### src/rtl/blkacc_pkg.sv
package blkacc_pkg;
    localparam int REG_AW = 8;
    localparam int REG_DW = 32;
    localparam int INFO2_W = 18;

    localparam logic [REG_AW-1:0] OFS_CTRL  = 8'h00;
    localparam logic [REG_AW-1:0] OFS_LIDX  = 8'h10;
    localparam logic [REG_AW-1:0] OFS_LDATA = 8'h14;
    localparam logic [REG_AW-1:0] OFS_STAT  = 8'h20;
    localparam logic [REG_AW-1:0] OFS_CLR   = 8'h24;
    localparam logic [REG_AW-1:0] OFS_EN    = 8'h28;
    localparam logic [REG_AW-1:0] OFS_INFO1 = 8'h2C;
    localparam logic [REG_AW-1:0] OFS_INFO2 = 8'h30;
    localparam logic [REG_AW-1:0] OFS_SET   = 8'h34;

    typedef struct packed {
        logic                err_resp;
        logic                status;
        logic                irq_en;
        logic [REG_DW-1:0]   info1;
        logic [INFO2_W-1:0]  info2;
    } cap_state_t;
endpackage

### src/rtl/blkacc_lut.sv
module blkacc_lut #(
    parameter int ADDR_W    = 16,
    parameter int BLK_BYTES = 32,
    localparam int BLK_SH   = $clog2(BLK_BYTES),
    localparam int NBLK_W   = ADDR_W - BLK_SH,
    localparam int WIDX_W   = NBLK_W - 5,
    localparam int NWORDS   = 1 << WIDX_W
) (
    input  logic              clk,
    input  logic              rst_n,
    input  logic              wr_en,
    input  logic [WIDX_W-1:0] wr_idx,
    input  logic [31:0]       wr_data,
    input  logic [WIDX_W-1:0] rd_idx,
    output logic [31:0]       rd_data,
    input  logic [ADDR_W-1:0] look_addr,
    output logic              look_bit
);
    logic [NWORDS-1:0][31:0] lut_d, lut_q;
    logic [NBLK_W-1:0]       blk_num;
    logic [WIDX_W-1:0]       blk_word;
    logic [4:0]              blk_bit;

    always_comb begin
        lut_d = lut_q;
        if (wr_en) lut_d[wr_idx] = wr_data;
    end

    always_ff @(posedge clk or negedge rst_n) begin
        if (!rst_n) lut_q <= '0;
        else        lut_q <= lut_d;
    end

    always_comb begin
        blk_num  = look_addr[ADDR_W-1:BLK_SH];
        blk_word = blk_num[NBLK_W-1:5];
        blk_bit  = blk_num[4:0];
        look_bit = lut_q[blk_word][blk_bit];
        rd_data  = lut_q[rd_idx];
    end

    // a table write is visible in the addressed word next cycle
    p_write_lands_r6: assert property (@(posedge clk) disable iff (!rst_n)
        wr_en |=> lut_q[$past(wr_idx)] == $past(wr_data));
endmodule

### src/rtl/blkacc_capture.sv
module blkacc_capture
    import blkacc_pkg::*;
#(
    parameter int ADDR_W = 16
) (
    input  logic              clk,
    input  logic              rst_n,
    input  logic              acc_req,
    input  logic [ADDR_W-1:0] acc_addr,
    input  logic              acc_secure,
    input  logic [15:0]       acc_id16,
    input  logic              acc_lut_bit,
    input  logic              sw_ctrl_we,
    input  logic              sw_ctrl_bit,
    input  logic              sw_en_we,
    input  logic              sw_en_bit,
    input  logic              sw_clr,
    input  logic              sw_set,
    output cap_state_t        st_q,
    output logic              irq
);
    cap_state_t st_d;
    logic       capture;

    always_comb begin
        st_d    = st_q;
        capture = acc_req && !st_q.status;
        if (sw_ctrl_we) st_d.err_resp = sw_ctrl_bit;
        if (sw_en_we)   st_d.irq_en   = sw_en_bit;
        if (sw_clr)     st_d.status   = 1'b0;
        if (sw_set)     st_d.status   = 1'b1;
        if (capture) begin
            st_d.status               = 1'b1;
            st_d.info1                = '0;
            st_d.info1[ADDR_W-1:0]    = acc_addr;
            st_d.info2                = {acc_lut_bit, ~acc_secure, acc_id16};
        end
    end

    always_ff @(posedge clk or negedge rst_n) begin
        if (!rst_n) st_q <= '0;
        else        st_q <= st_d;
    end

    assign irq = st_q.status && st_q.irq_en;

    // a held status freezes the record
    p_info_frozen_r3: assert property (@(posedge clk) disable iff (!rst_n)
        st_q.status |=> $stable(st_q.info1) && $stable(st_q.info2));
    // a refused access with status clear leaves status set
    p_capture_sets_r7: assert property (@(posedge clk) disable iff (!rst_n)
        (acc_req && !st_q.status) |=> st_q.status);
    // a lone clear drops the status
    p_clear_r8: assert property (@(posedge clk) disable iff (!rst_n)
        (sw_clr && !sw_set && !(acc_req && !st_q.status)) |=> !st_q.status);
endmodule

### src/rtl/blkacc_handler.sv
module blkacc_handler
    import blkacc_pkg::*;
#(
    parameter int ADDR_W    = 16,
    parameter int BLK_BYTES = 32,
    parameter int ID_W      = 16,
    parameter int DATA_W    = 32,
    localparam int BLK_SH   = $clog2(BLK_BYTES),
    localparam int WIDX_W   = ADDR_W - BLK_SH - 5
) (
    input  logic              clk,
    input  logic              rst_n,
    input  logic              acc_req,
    input  logic [ADDR_W-1:0] acc_addr,
    input  logic              acc_write,
    input  logic              acc_secure,
    input  logic [ID_W-1:0]   acc_id,
    output logic              rsp_valid,
    output logic              rsp_err,
    output logic [DATA_W-1:0] rsp_rdata,
    input  logic              reg_req,
    input  logic              reg_write,
    input  logic [7:0]        reg_addr,
    input  logic [31:0]       reg_wdata,
    output logic              reg_rvalid,
    output logic [31:0]       reg_rdata,
    output logic              irq
);
    typedef struct packed {
        logic              rsp_valid;
        logic              rsp_err;
        logic              reg_rvalid;
        logic [31:0]       reg_rdata;
        logic [WIDX_W-1:0] lut_idx;
    } top_state_t;

    top_state_t  t_d, t_q;
    cap_state_t  cap_q;
    logic        sw_wr;
    logic        lut_we, lut_bit;
    logic [31:0] lut_rd;

    always_comb sw_wr = reg_req && reg_write;
    always_comb lut_we = sw_wr && (reg_addr == OFS_LDATA);

    blkacc_lut #(.ADDR_W(ADDR_W), .BLK_BYTES(BLK_BYTES)) i_lut (
        .clk(clk), .rst_n(rst_n),
        .wr_en(lut_we), .wr_idx(t_q.lut_idx), .wr_data(reg_wdata),
        .rd_idx(t_q.lut_idx), .rd_data(lut_rd),
        .look_addr(acc_addr), .look_bit(lut_bit)
    );

    blkacc_capture #(.ADDR_W(ADDR_W)) i_capture (
        .clk(clk), .rst_n(rst_n),
        .acc_req(acc_req), .acc_addr(acc_addr), .acc_secure(acc_secure),
        .acc_id16(acc_id[15:0]), .acc_lut_bit(lut_bit),
        .sw_ctrl_we(sw_wr && reg_addr == OFS_CTRL), .sw_ctrl_bit(reg_wdata[0]),
        .sw_en_we(sw_wr && reg_addr == OFS_EN),     .sw_en_bit(reg_wdata[0]),
        .sw_clr(sw_wr && reg_addr == OFS_CLR && reg_wdata[0]),
        .sw_set(sw_wr && reg_addr == OFS_SET && reg_wdata[0]),
        .st_q(cap_q), .irq(irq)
    );

    always_comb begin
        t_d            = t_q;
        t_d.rsp_valid  = acc_req;
        t_d.rsp_err    = acc_req && cap_q.err_resp;
        t_d.reg_rvalid = reg_req && !reg_write;
        t_d.reg_rdata  = '0;
        if (sw_wr && reg_addr == OFS_LIDX) t_d.lut_idx = reg_wdata[WIDX_W-1:0];
        if (reg_req && !reg_write) begin
            case (reg_addr)
                OFS_CTRL:  t_d.reg_rdata = {31'b0, cap_q.err_resp};
                OFS_LIDX:  t_d.reg_rdata = 32'(t_q.lut_idx);
                OFS_LDATA: t_d.reg_rdata = lut_rd;
                OFS_STAT:  t_d.reg_rdata = {31'b0, cap_q.status};
                OFS_EN:    t_d.reg_rdata = {31'b0, cap_q.irq_en};
                OFS_INFO1: t_d.reg_rdata = cap_q.info1;
                OFS_INFO2: t_d.reg_rdata = 32'(cap_q.info2);
                default:   t_d.reg_rdata = '0;
            endcase
        end
    end

    always_ff @(posedge clk or negedge rst_n) begin
        if (!rst_n) t_q <= '0;
        else        t_q <= t_d;
    end

    assign rsp_valid  = t_q.rsp_valid;
    assign rsp_err    = t_q.rsp_err;
    assign rsp_rdata  = '0;
    assign reg_rvalid = t_q.reg_rvalid;
    assign reg_rdata  = t_q.reg_rdata;

    // every request is answered next cycle with the control bit's choice
    p_rsp_timing_r2: assert property (@(posedge clk) disable iff (!rst_n)
        acc_req |=> rsp_valid && (rsp_err == $past(cap_q.err_resp)));
    // a refused write returns zero data
    p_write_zero_r1: assert property (@(posedge clk) disable iff (!rst_n)
        (acc_req && acc_write) |=> rsp_rdata == '0);
    // read data strobe follows a read request
    p_read_strobe_r10: assert property (@(posedge clk) disable iff (!rst_n)
        (reg_req && !reg_write) |=> reg_rvalid);
endmodule

### config.mk
export PLATFORM = sky130hd
export DESIGN_NAME = blkacc_handler
export DESIGN_NICKNAME = d
export VERILOG_FILES = /design/src/rtl/blkacc_pkg.sv /design/src/rtl/blkacc_lut.sv /design/src/rtl/blkacc_capture.sv /design/src/rtl/blkacc_handler.sv
export SDC_FILE = /design/constraint.sdc
export NUM_CORES = 2
export LEC_CHECK = 0
export CAP_MARGIN = 40
export CORE_MARGIN = 5
export CORE_UTILIZATION = 35
export DETAILED_ROUTE_END_ITERATION = 10
export DONT_BUFFER_PORTS = 1
export GPL_ROUTABILITY_DRIVEN = 0
export SLEW_MARGIN = 15
export SYNTH_ARGS = -nofsm -noshare
export SYNTH_HDL_FRONTEND = slang
export SYNTH_SLANG_ARGS = --single-unit
### constraint.sdc
create_clock -name clk -period 5.5 [get_ports clk]
set_clock_uncertainty 0.15 [all_clocks]
set_input_delay 1.1 -clock clk [delete_from_list [all_inputs] [get_ports clk]]
set_output_delay 1.1 -clock clk [all_outputs]
set_load 0.03 [all_outputs]
# After elaboration in Yosys (flattened, before gate mapping)
# Index checks and enable logic that the tools add are counted.
[classes]
magnitude_cmp = 4
n_eq_ne = 8
mux = 14
n_bitwise = 1
reduce_logical = 18
[op_table]
columns = ["op", "count"]
rows = [
  ["bitwise mux 2048 bit", 1],
  ["binary-select mux 32 bit (select 6 bit)", 2],
  ["one-hot mux 32 bit (7 select lines)", 1],
  ["demux 32 bit (select 6 bit)", 1],
  ["2-to-1 mux 32 bit", 4],
  ["equality test 8 x 6 -> 1 bit, second input constant", 6],
  ["equality test 8 x 5 -> 1 bit, second input constant", 2],
  ["logical AND 1 bit", 14],
  ["< comparator 6 x 7 -> 1 bit, second input constant", 2],
  ["zero test 8 bit", 1],
  ["greater-or-equal comparator 6 x 1 -> 1 bit, second input constant", 1],
  ["< comparator 5 x 6 -> 1 bit, second input constant", 1],
  ["binary-select mux 1 bit (select 5 bit)", 1],
  ["2-to-1 mux 1 bit", 4],
  ["nonzero test 3 bit", 1],
  ["zero test 1 bit", 2],
  ["inverter 1 bit", 1],
]
[totals]
regBits = 2126
inputBits = 79

# Longest topological paths before layout
[logic_depth]
word_depth = 6
ltp_mapped = 17

# Hierarchy
# A second synthesis with hierarchy kept.
[hier_totals]
hier_cells = 7366
hier_area_um2 = 114223.3
[modules_own_cells]
columns = ["mod", "instances", "cells_per_inst", "area_per_inst_um2", "seq_area_each_um2"]
rows = [
  ["blkacc_lut", 1, 7010, 110091.8, 51249.2],
  ["blkacc_handler", 1, 257, 2491.1, 1026.0],
  ["blkacc_capture", 1, 99, 1640.3, 925.9],
]

# Worst setup path before layout
# OpenSTA, ideal clock, no wires.
[synth_timing]
kind = "in2reg"
start = "input port acc_addr[10]"
end = "register i_capture.st_q[17] in the netlist's numbering"
setup_time_ps = 130
t_arrival_ps = 3515
required_time_ps = 5220
slack_ps = 1704
cell_stages = 13
path_buffers = 6
cell_sequence = "buf_6 > buf_8 > buf_8 > buf_6 > buf_6 > buf_6 > mux4_4 > a22oi_1 > nand3_1 > o311ai_0 > nand3_1 > nand4_1 > nand4_1"
[synth_via]
elab_chain_len = 4
[synth_rtl]
columns = ["element", "line_no", "source"]
rows = [
  ["start, declared", "blkacc_handler.sv:14", "input logic [ADDR_W-1:0] acc_addr,"],
  ["binary-select mux 32 bit (select 6 bit)", "blkacc_lut.sv:38", "look_bit = lut_q[blk_word][blk_bit];"],
  ["2-to-1 mux 32 bit (implied by the code)", "blkacc_lut.sv:38", ""],
  ["binary-select mux 1 bit (select 5 bit)", "blkacc_lut.sv:38", ""],
  ["2-to-1 mux 1 bit (implied by the code)", "blkacc_lut.sv:38", ""],
  ["end signal, assigned", "blkacc_capture.sv:42", "else st_q <= st_d;"],
  ["end, declared", "blkacc_capture.sv:19", "output cap_state_t st_q,"],
]
# Every way passes these cells. The select of a mux whose other input is x is not followed.
# A chain may end at the register's enable or synchronous reset.

# Final worst setup path
# Ends and elaborated chain as after synthesis.

==> results.txt <==
- Leading register cell type out of synthesis: sky130_fd_sc_hd__dfrtp_1
- The first global-routing pass estimated 619 mm of wire.
- After filler insertion, the fill cell instance count of the layout stands at 28600.
* Mux cell area share after synthesis: about a third
- Failing checks: max-slew violations
- Total CTS buffers: 224
- Outcome: finished with violations
* Hpwl dp: approximately 250 mm
- CTS-repair resized insts: 0
- Number of antenna violations at the first check in global routing: 23
* Pwr dens: between 200 and 300 nW/um^2
- In the final timing run, aggregate negative setup slack is 0 ns.
- Cell with the largest stage delay on the worst path: sky130_fd_sc_hd__buf_16
* Bufs on Longest Clock Path: 4
- Area of the placeable core: ~310000 um^2
- The path class of the tightest hold or removal check is in -> async.
- At the pin with the least slew margin, the transition time is ~2.4 ns.
* Count of cell types in the netlist: between 70 and 80
- The number of hold violations in the final report was 0.
- Worst slack at placement: 0.660 ns
* Std-Cell Rows: roughly 200
- Fraction of final layout cells with drive strength greater than 1: 38.6%
* Flip-flop and latch count after synthesis: between 2000 and 2500
- Total of warnings raised by yosys: 0
- Global routing used between 20% and 30% of the available tracks across all layers.
- Kind of critical path: in -> reg
- Setup repair after global routing left no endpoint under its margin.
* Minimum clock period: just over 5 ns
* Number of nets with antenna violations after detailed routing: 0
- Cell family with most CP delay: buffers and inverters
* Maximum level of the CTS H-tree: 4
- The final critical path takes up 92.4% of the cycle.
* Nets: 7875
- The detailed router finished its first iteration with between 10000 and 15000 violations.
- Maxcap violations: 0
* Via count of the first global-routing pass: 80600
* CP peak stage delay: 0.76 ns
* TritonCTS clock tree: built
- Num ports: roughly 150
* Starting Density: a little over a third
- # Post-CTS Setup Buffers: 0
- Setup slack on the critical path of the routed design comes to 0.416 ns.
- The worst setup path is captured at a flop.
- Fraction of synthesis flops using an asynchronous set or reset pin: 100%
- Traced cell by cell, the critical path runs through buf_16 > buf_16 > mux4_1 > a22o_1 > a221oi_1 > nor3_1 > or4_1 > a21oi_1 > o32ai_1 > nand4_1 > nand4_1.
- Wires add up to approximately 440 mm.
- CTS clock-pin slew for the worst setup and hold paths: ~0.06 ns
- Main combinational cell family by area after synthesis: multiplexers
- Clock tree synthesis found a total of 2126 sinks.
- For this run, the share of the core covered by cells in the final layout is 39.4%.
* Cell leakage power: 54.5 nW
- STA puts the critical path data required time at just over 6 ns.
* Syn-to-layout area delta: 11.9%
- Die span in x: roughly 570 um
- Combined area of all synthesized cells: approximately 110000 um^2
- Clock Root Buffer: sky130_fd_sc_hd__clkbuf_16
* Drc violations: 0
* Total die area: roughly 320000 um^2
* Simple-gate share of the synthesized area: between 2 and 3%
- Port Buffers: 0
- First-pass iteration count of the detailed router: 7
- After Yosys synthesis, full adders, half adders and majority gates account for 0% of the synthesized area.
- Top cells by count, synth: sky130_fd_sc_hd__dfrtp_1, sky130_fd_sc_hd__mux2_2, sky130_fd_sc_hd__a22oi_1, sky130_fd_sc_hd__clkbuf_1, sky130_fd_sc_hd__mux4_2
* Max Fanout on Critical Path: around 160
- Die Y: 568 um
- Share of the synthesized area in the top cell type: between 40% and 50%
- The synthesized design contains 0 enable-type register cells.
* Average routed wire per standard cell: ~36 um
- Derived from the worst setup path, the maximum achievable clock frequency is between 150 and 200 MHz.
- Clock insertion delay at the later pin of the skew report: 0.96 ns
- IR analysis of the VDD net gives a maximum drop of 0.000265 V.
* Worst max-slew margin expressed relative to the limit: -56.9%
* Final max-slew violation count: between 300 and 400
* Setup-violating endpoint count in the final report: 0
- The largest total area in the synthesized netlist belongs to sky130_fd_sc_hd__dfrtp_1.
- The synthesized netlist devotes 0% of its cell area to XOR and XNOR gates.
- After synthesis, the mean cell area works out to around 13 um^2.
- Largest net degree at the start of global routing: roughly 580
- The number of buffers and inverters on the critical path is 2.
- Hold bufs inserted after CTS: 2
- WP data arrival: 5.69 ns
- Vias per inst: 6.69
- Element type at the critical path start: primary input
- After synthesis, the cell types taking the most area are sky130_fd_sc_hd__dfrtp_1, sky130_fd_sc_hd__mux2_2, sky130_fd_sc_hd__mux4_2.
* Count leader, synth: sky130_fd_sc_hd__dfrtp_1
- Count of vias placed by the detailed router: a little over 80000
- Synthesis handed over a netlist of just over 8000 instances.
- Global routing finished with a remaining overflow of 0.
- Sequential area share after synthesis: ~49%
- Complex-gate fraction of the synthesized area: 11.6%
-- state kept, by name (all words and copies together), names as in the netlist --
register / count
rsp_valid: 1
reg_rdata: 32
rsp_err: 1
i_capture.st_q: 37
i_lut.lut_q: 2048
reg_rvalid: 1
t_q: 6
-- area by class of cell --
| class | count | area, um^2 | area share [%] |
|---|---|---|---|
| multi-input combinational | 5106 | 51700 | 42.4 |
| clock buffer | 333 | 6580 | 5.40 |
| sequential | 2126 | 53200 | 43.7 |
| tap | 4120 | 5150 | 4.24 |
| timing repair buffer | 332 | 4080 | 3.35 |
| inverter | 6 | 25.0 | 0.0206 |
| antenna | 21 | 52.6 | 0.0432 |
| clock inverter | 67 | 967 | 0.795 |
-- worst reg2reg max path: stages (launching register included) --
cell and delay, ns:
sky130_fd_sc_hd__dfrtp_1 0.87, sky130_fd_sc_hd__nand2_1 0.25, sky130_fd_sc_hd__nor2_4 0.70, sky130_fd_sc_hd__buf_12 0.38
sky130_fd_sc_hd__buf_12 0.27, sky130_fd_sc_hd__a22oi_1 0.11, sky130_fd_sc_hd__a31oi_1 0.75, sky130_fd_sc_hd__a21oi_1 0.08
sky130_fd_sc_hd__nand4_1 0.47, sky130_fd_sc_hd__nand2_1 0.12, sky130_fd_sc_hd__a21oi_1 0.22
-- cells in the final DEF (no fill, tap or decap), types with 29 or more instances in the layout --
cell | Yosys | final
sky130_fd_sc_hd__dfrtp_1 | 2126 | 2126
sky130_fd_sc_hd__mux2_2 | 1940 | 1940
sky130_fd_sc_hd__a22oi_1 | 807 | 807
sky130_fd_sc_hd__mux4_2 | 341 | 341
sky130_fd_sc_hd__mux2i_1 | 285 | 285
sky130_fd_sc_hd__clkbuf_16 | 0 | 226
sky130_fd_sc_hd__buf_4 | 69 | 214
sky130_fd_sc_hd__a221oi_1 | 186 | 186
sky130_fd_sc_hd__a22o_1 | 184 | 184
sky130_fd_sc_hd__a31oi_1 | 170 | 170
sky130_fd_sc_hd__nand2_1 | 171 | 169
sky130_fd_sc_hd__a21oi_1 | 157 | 157
sky130_fd_sc_hd__mux2_1 | 130 | 130
sky130_fd_sc_hd__nand4_1 | 114 | 114
sky130_fd_sc_hd__buf_12 | 6 | 88
sky130_fd_sc_hd__nor2_4 | 0 | 69
sky130_fd_sc_hd__nand3_1 | 70 | 69
sky130_fd_sc_hd__nor2_1 | 126 | 55
sky130_fd_sc_hd__clkbuf_1 | 433 | 55
sky130_fd_sc_hd__o22ai_1 | 54 | 54
sky130_fd_sc_hd__clkbuf_8 | 1 | 52
sky130_fd_sc_hd__nor3_1 | 51 | 47
sky130_fd_sc_hd__mux4_1 | 47 | 47
sky130_fd_sc_hd__o221ai_1 | 44 | 44
sky130_fd_sc_hd__conb_1 | 1 | 32
sky130_fd_sc_hd__clkinv_2 | 0 | 29
-- logic make-up (layout without fill, tap and decap cells) --
group / Yosys count / count (layout)
other: 1 / 53
muxes: 2748 / 2748
AOI/OAI and AO/OA: 1691 / 1691
DFF: 2126 / 2126
buffers and inverters: 934 / 738
and+or+nand+nor: 635 / 635
-- routing by layer --
layer | wire, um | global-route usage, %
met1 | 168000 | 34.4
met2 | 183000 | 37.3
met3 | 55000 | 8.97
met4 | 31600 | 15.5
met5 | 327 | 0.588
-- power by group --
group          switching (mW)  leakage [nW]  internal [mW]  total [mW]
sequential             0.0729          29.7           15.7        15.8
combinational            1.13          21.2          0.431        1.56
clock                    6.72          3.70           9.19        15.9
-- metrics by stage --
step	cells	total power, mW	instance area (um^2)	hold slack [ns]
final	12100	33.3	122000	0.00281
after global routing	12100	34.1	122000	0.0304
after CTS	12100	33.2	121000	0.0126
after detailed placement	11700	17.5	114000	0.312
after global placement	11700	17.5	114000	0.319
after floorplan	8166	17.0	109000	0.295
-- final timing paths --
kind | startpoint | end | slack [ns] | depth (start not counted)
max | acc_addr[10] | i_capture.st_q[17] | 0.42 | 11
max in group asynchronous | rst_n | i_lut.lut_q[2010] | 1.39 | 6
max reg2reg | t_q[1] | reg_rdata[2] | 1.02 | 10
min reg2reg | i_capture.st_q[14] | i_capture.st_q[14] | 0.33 | 2
min | rst_n | i_lut.lut_q[256] | 0.003 | 1
min in group clk | acc_req | rsp_valid | 0.08 | 0
No activity file was read; power rests on OpenSTA's default activity.
